$ cat config.mk
export PLATFORM = sky130hd
export DESIGN_NAME = hsr_top
export DESIGN_NICKNAME = d
export VERILOG_FILES = /design/src/rtl/hsr_pkg.sv /design/src/rtl/hsr_sticky_flag.sv /design/src/rtl/hsr_fill_edge.sv /design/src/rtl/hsr_irq.sv /design/src/rtl/hsr_top.sv
export SDC_FILE = /design/constraint.sdc
export NUM_CORES = 1
export LEC_CHECK = 0
export ABC_AREA = 1
export CELL_PAD_IN_SITES_DETAIL_PLACEMENT = 2
export CELL_PAD_IN_SITES_GLOBAL_PLACEMENT = 2
export CORE_MARGIN = 10
export CORE_UTILIZATION = 10
export CTS_CLUSTER_DIAMETER = 120
export DETAILED_ROUTE_END_ITERATION = 8
export PLACE_DENSITY = 0.74
export SLEW_MARGIN = 20
export SYNTH_ARGS = -nofsm -noshare
export SYNTH_HDL_FRONTEND = slang
export SYNTH_SLANG_ARGS = --single-unit
$ cat constraint.sdc
create_clock -name clk_i -period 0.8 [get_ports clk_i]
set_input_delay 0.16 -clock clk_i [delete_from_list [all_inputs] [get_ports clk_i]]
set_output_delay 0.16 -clock clk_i [all_outputs]
set_load 0.1 [all_outputs]
$ cat src/rtl/hsr_pkg.sv
package hsr_pkg;
  localparam int unsigned DATA_W    = 32;
  localparam int unsigned NUM_FLAGS = 2;
  localparam int unsigned BIT_DIN   = 0;
  localparam int unsigned BIT_DIG   = 1;
  localparam int unsigned BIT_DMA   = 2;
  localparam int unsigned BIT_BUSY  = 3;
  localparam int unsigned USED_W    = 4;
  typedef logic [NUM_FLAGS-1:0] flag_vec_t;
endpackage

$ cat src/rtl/hsr_sticky_flag.sv
module hsr_sticky_flag #(
  parameter bit RST_VAL = 1'b0
) (
  input  logic clk_i,
  input  logic rst_ni,
  input  logic set_i,
  input  logic clr_i,
  output logic q_o
);
  logic q_q;

  // set has priority over clear
  always_ff @(posedge clk_i or negedge rst_ni) begin
    if (!rst_ni)    q_q <= RST_VAL;
    else if (set_i) q_q <= 1'b1;
    else if (clr_i) q_q <= 1'b0;
  end

  assign q_o = q_q;

  assert_set_wins_R9: assert property (@(posedge clk_i) disable iff (!rst_ni)
    set_i |=> q_o);
  assert_clear_takes_R5: assert property (@(posedge clk_i) disable iff (!rst_ni)
    (clr_i && !set_i) |=> !q_o);
  assert_hold_idle_R8: assert property (@(posedge clk_i) disable iff (!rst_ni)
    (!clr_i && !set_i) |=> $stable(q_o));
endmodule

$ cat src/rtl/hsr_fill_edge.sv
module hsr_fill_edge #(
  parameter int unsigned FREE_W    = 5,
  parameter int unsigned BLK_WORDS = 16
) (
  input  logic              clk_i,
  input  logic              rst_ni,
  input  logic [FREE_W-1:0] free_i,
  output logic              rise_o
);
  localparam logic [FREE_W-1:0] THRESH = FREE_W'(BLK_WORDS);

  logic room_now, room_q;

  assign room_now = (free_i >= THRESH);

  // prev starts high: buffer empty out of reset, flag already set
  always_ff @(posedge clk_i or negedge rst_ni) begin
    if (!rst_ni) room_q <= 1'b1;
    else         room_q <= room_now;
  end

  assign rise_o = room_now & ~room_q;

  assert_single_pulse_R11: assert property (@(posedge clk_i) disable iff (!rst_ni)
    rise_o |=> !rise_o);
endmodule

$ cat src/rtl/hsr_irq.sv
module hsr_irq #(
  parameter int unsigned N = 2
) (
  input  logic         clk_i,
  input  logic         rst_ni,
  input  logic [N-1:0] flag_i,
  input  logic [N-1:0] en_i,
  output logic         irq_o
);
  logic irq_q;

  always_ff @(posedge clk_i or negedge rst_ni) begin
    if (!rst_ni) irq_q <= 1'b0;
    else         irq_q <= |(flag_i & en_i);
  end

  assign irq_o = irq_q;

  assert_irq_level_R10: assert property (@(posedge clk_i) disable iff (!rst_ni)
    (|(flag_i & en_i)) |=> irq_o);
  assert_irq_quiet_R10: assert property (@(posedge clk_i) disable iff (!rst_ni)
    !(|(flag_i & en_i)) |=> !irq_o);
endmodule

$ cat src/rtl/hsr_top.sv
module hsr_top
  import hsr_pkg::*;
#(
  parameter int unsigned FREE_W    = 5,
  parameter int unsigned BLK_WORDS = 16
) (
  input  logic                 clk_i,
  input  logic                 rst_ni,
  input  logic                 core_busy_i,
  input  logic                 digest_done_i,
  input  logic [FREE_W-1:0]    fifo_free_i,
  input  logic                 dma_en_i,
  input  logic                 dma_xfer_i,
  input  logic                 init_i,
  input  logic                 ie_digest_i,
  input  logic                 ie_din_i,
  input  logic                 stat_wr_i,
  input  logic [NUM_FLAGS-1:0] stat_wdata_i,
  input  logic                 din_wr_i,
  output logic [DATA_W-1:0]    rdata_o,
  output logic                 irq_o
);
  localparam flag_vec_t FLAG_RST = flag_vec_t'(1 << BIT_DIN);

  flag_vec_t set_v, hw_clr_v, clr_v, flag_q, ie_v;
  logic      fill_rise;

  hsr_fill_edge #(.FREE_W(FREE_W), .BLK_WORDS(BLK_WORDS)) u_fill_edge (
    .clk_i  (clk_i),
    .rst_ni (rst_ni),
    .free_i (fifo_free_i),
    .rise_o (fill_rise)
  );

  always_comb begin
    set_v             = '0;
    hw_clr_v          = '0;
    ie_v              = '0;
    set_v[BIT_DIN]    = fill_rise;
    set_v[BIT_DIG]    = digest_done_i;
    hw_clr_v[BIT_DIN] = din_wr_i;
    hw_clr_v[BIT_DIG] = init_i;
    ie_v[BIT_DIN]     = ie_din_i;
    ie_v[BIT_DIG]     = ie_digest_i;
  end

  // write-0-to-clear per bit, plus per-flag hardware clear
  assign clr_v = ({NUM_FLAGS{stat_wr_i}} & ~stat_wdata_i) | hw_clr_v;

  for (genvar g = 0; g < NUM_FLAGS; g++) begin : g_flag
    hsr_sticky_flag #(.RST_VAL(FLAG_RST[g])) u_flag (
      .clk_i  (clk_i),
      .rst_ni (rst_ni),
      .set_i  (set_v[g]),
      .clr_i  (clr_v[g]),
      .q_o    (flag_q[g])
    );
  end

  hsr_irq #(.N(NUM_FLAGS)) u_irq (
    .clk_i  (clk_i),
    .rst_ni (rst_ni),
    .flag_i (flag_q),
    .en_i   (ie_v),
    .irq_o  (irq_o)
  );

  always_comb begin
    rdata_o           = '0;
    rdata_o[BIT_DIN]  = flag_q[BIT_DIN];
    rdata_o[BIT_DIG]  = flag_q[BIT_DIG];
    rdata_o[BIT_DMA]  = dma_en_i | dma_xfer_i;
    rdata_o[BIT_BUSY] = core_busy_i;
  end

  assert_upper_zero_R1: assert property (@(posedge clk_i) disable iff (!rst_ni)
    rdata_o[DATA_W-1:USED_W] == '0);
  assert_dig_set_R4: assert property (@(posedge clk_i) disable iff (!rst_ni)
    digest_done_i |=> rdata_o[BIT_DIG]);
  assert_din_wr_clr_R7: assert property (@(posedge clk_i) disable iff (!rst_ni)
    (din_wr_i && !fill_rise) |=> !rdata_o[BIT_DIN]);
endmodule

# == Word level (Yosys, flattened, before mapping) ==
# Index checks and enable logic that the tools add are counted.
# word_totals
wordCells,19
reg_bits,4
in_bits,18
# op_classes
bitwise_logic,7
mux,4
reduce_logical,3
magnitude_cmp,1
# op_table
cell,n
>= comparator 5 bit (second input constant),1
bitwise AND 2 bit,2
two-way mux 1 bit,4
nonzero test 2 bit,2
inverter 2 bit,1
bitwise OR 2 bit,1
OR reduction 2 bit,1
bitwise AND 1 bit,1
inverter 1 bit,1
bitwise OR 1 bit,1

# == Longest topological paths before layout ==
# logic_depth
ltp_word,5
ltp_mapped,4
ltp_nobuf,4

# == Hierarchy ==
# Synthesis repeated with hierarchy kept, for this count alone.
# hier_totals
cells_unflattened,57
area_unflattened_um2,415.4
# modules_own_cells
mod,seq_area_each_um2,n_inst,cells_per_inst,area_per_inst_um2
hsr_top,0.0,1,39,257.7
hsr_sticky_flag at g_flag[0].u_flag,26.3,1,5,41.3
hsr_fill_edge,26.3,1,4,40.0
hsr_sticky_flag at g_flag[1].u_flag,25.0,1,5,40.0
hsr_irq,25.0,1,4,36.3

# == Worst setup path after synthesis ==
# No wires, ideal clock.
# synth_timing
kind,register to output
start,"register u_irq.irq_q, in the netlist u_irq.irq_o"
end,output irq_o
path_slack_ns,-0.243
required_ns,0.640
t_arrival_ns,0.883
path_buffers,0
path_stages_with_launch,1
cell_sequence,dfrtp_1
# synth_lines
element,line_no,rtl
start: declaration,hsr_irq.sv:10,logic irq_q;
start signal: assignment,hsr_irq.sv:14,else irq_q <= |(flag_i & en_i);
end: declaration,hsr_top.sv:21,output logic irq_o
# No word-level cell between the ends.

# == Worst setup path after layout ==
# layout_timing
start,register g_flag[0].u_flag.q_q
end,output rdata_o[0]
# layout_lines
element,line_no,rtl
start: declaration,hsr_sticky_flag.sv:10,logic q_q;
start signal: assignment,hsr_sticky_flag.sv:14,if (!rst_ni) q_q <= RST_VAL;
start signal: assignment,hsr_sticky_flag.sv:15,else if (set_i) q_q <= 1'b1;
start signal: assignment,hsr_sticky_flag.sv:16,else if (clr_i) q_q <= 1'b0;
end: declaration,hsr_top.sv:20,"output logic [DATA_W-1:0] rdata_o,"
# No word-level cell between the ends.

==> impl_results.md <==
- IO buf count: 16
- Synth unique cells: 9
- Final-report hold violation count: 0
- CP Max Fanout: 2
- Vias in the first global route: 366
- Synth Area in XOR/XNOR: 0%
- DRT antenna net count: 0
- Max Cap Viol: 0
- Clock root buffer: clkbuf_8
- R2R Path Start: g_flag[0].u_flag.q_o
- Placed inst area: 548 um2
- CP startpoint kind: flop
- Total power: 1570 uW
- Tmin final: 1100 ps
- Core Area: 4030 um2
- Status: complete, but fails checks
- Worst hold path type: input port to asynchronous set/reset pin
- Area Growth Syn to Fin: 48.0%
- Clock latency on the worst-skew pair: 220 ps
- Diode count: 0
- WP depth: 1
- Slowest CP cell: dfstp_2
- Die X: 84.6 um
- All-Layer GR Usage: 3.70%
- Most used flip-flop cell after synthesis: dfstp_2
- CTS buffer count: 3
- DR vias: 305
- Die height: 84.6 um
- H-tree Lvls: 1
- CP Buf/Inv Count: 1
- CTS tree: built
- Largest family of logic cells by synthesized area: buffers and inverters
- Mapped Cells: 56
- Final Slew Violations: 0
- Finished Layout Cells: 123
- Routed WL: 1280 um
- Wire per inst: 10.4 um
- Clock Pin Slew Worst Setup and Hold Paths: 30 ps
- Hpwl dp: 1130 um
- Leading area contributor after synthesis: buf_4
- Crit path DAT: 940 ps
- Multiplexer share of the synthesized area: 0%
- Max Root-Sink Buffers: 2
- Fin crit share: 137%
- Fmax: 911 MHz
- Worst Hold Slack: 138 ps
- Sequential-to-total area share from yosys stat: 24.6%
- # rows: 23
- Ports: 51
- Layout cell share with drive strength beyond 1: 23.3%
- Grt ovf: 0
- Fin worst setup slack: -297 ps
- Synth cell count leaders: buf_4, nand2_1, inv_1
- Setup TNS: -860 ps
- Die area: 7150 um2
- Critical-path cell list: buf_12
- #FFs+latches synth: 4
- Synth Area in Simple Gates: 12.3%
- Synth Area in Adders: 0%
- First-pass iteration count of the detailed router: 2
- Ys async rst share: 100%
- DR vias/cell: 2.48
- Placer Congestion: 0.804
- Synth Cell Area: 417 um2
- Clk sink count: 4
- Compound-gate portion of the synthesized area: 0%
- Post-route cell area: 617 um2
- Power per cell area: 2540 nW/um2
- Count leader, synth: buf_4
- Nets: 92
- First-pass GRT wire length: 1970 um
- Worst setup EP type: output port
- Clk_skew: 5.77 ps
- Number of synthesis warnings: 0
- Initial Util: 10.3%
- Post-synthesis average cell area: 7.44 um2
- Worst Path Required: 640 ps
- Cells on worst reg2reg path: 5
- Failing checks: setup timing
- Synth area leaders: buf_4, dfstp_2, dfrtp_1
- Initial antenna violation count: 0
- Synth top area share: 55.9%
- Slowest stage delay, CP: 540 ps
- Placed cell count: 117
- EDFF count, synth: 0
- Setup Viol. Count Final: 7
- # DRC: 0
- R2r setup slk: -150 ps
- Worst R2R End: g_flag[0].u_flag.q_o
- Kind of critical path: flop to output port
- Leak: 0.000321 uW
- Maximum VDD drop: 319 uV
- Drt first-iter violations: 2
- Crit-path leading delay family: flip-flops
- RSZ-0062 raised after global routing: true
- Pin count of the biggest net entering global routing: 5
stage by stage:
stage	utilization, %	setup slack [ps]
2_1_floorplan	-	-71.3
3_3_place_gp	13.6	-339
3_5_place_dp	13.6	-343
4_1_cts	15.0	-307
5_1_grt	15.3	-315
6_report	15.3	-297
what timing repair did:
action | 4_1_cts | 5_1_grt
hold buffers | 0 | 0
endpoints found under the setup margin | 5 | 7
resized for setup | 7 | 4
hold endpoints to repair | 0 | 0
pin swaps | 1 | 2
buffers inserted | 2 | 0
area by class of cell:
| class | instances | area, um2 |
|---|---|---|
| Clock buffer | 4 | 45.0 |
| Fill cell | 497 | 3410 |
| Inverter | 6 | 22.5 |
| Multi-Input combinational cell | 41 | 161 |
| Sequential cell | 4 | 104 |
| Tap cell | 50 | 62.6 |
| Timing Repair Buffer | 18 | 221 |
power breakdown:
group	leakage (uW)	internal, uW	switching, uW	total [uW]
Sequential	0.0000429	226	15.0	241
Clock	0.0000228	341	111	451
Combinational	0.000255	137	736	873
layout by cell type, fill, tap and decap left out:
master,n
nand2_1,10
buf_12,4
clkbuf_1,1
inv_1,5
conb_1,28
inv_2,1
buf_4,1
or2_4,1
clkdlybuf4s50_1,10
dfrtp_2,1
nor2_1,1
clkbuf_8,3
buf_6,3
dfstp_2,2
dfrtp_1,1
nor2_2,1
how the worst max path moves through the flow:
stage	startpoint	end	slack [ps]
5_1_grt	g_flag[0].u_flag.q_o	rdata_o[0]	-320
2_1_floorplan	g_flag[0].u_flag.q_o	rdata_o[0]	-70
3_3_place_gp	dma_xfer_i	rdata_o[2]	-340
6_report	g_flag[0].u_flag.q_o	rdata_o[0]	-300
3_5_place_dp	dma_xfer_i	rdata_o[2]	-340
4_1_cts	g_flag[0].u_flag.q_o	rdata_o[0]	-310
sequential cells by signal, summed over array words and instances, names as in the netlist:
register	count
g_flag.u_flag.q_o	2
u_irq.irq_o	1
u_fill_edge.room_q	1
kinds of logic after synthesis:
group,after synthesis
flip-flops,4
AND/OR/NAND/NOR,13
buffers and inverters,38
other,1
layer usage:
layer | GRT usage (%) | share of wire (%) | wire length, um
met1 | 2.64 | 32 | 412
met2 | 6.79 | 56 | 713
met3 | 2.13 | 9.2 | 118
met4 | 3.14 | 3.1 | 40
met5 | 0 | 0 | 0
Note: power is estimated with default switching activity, not from simulation.
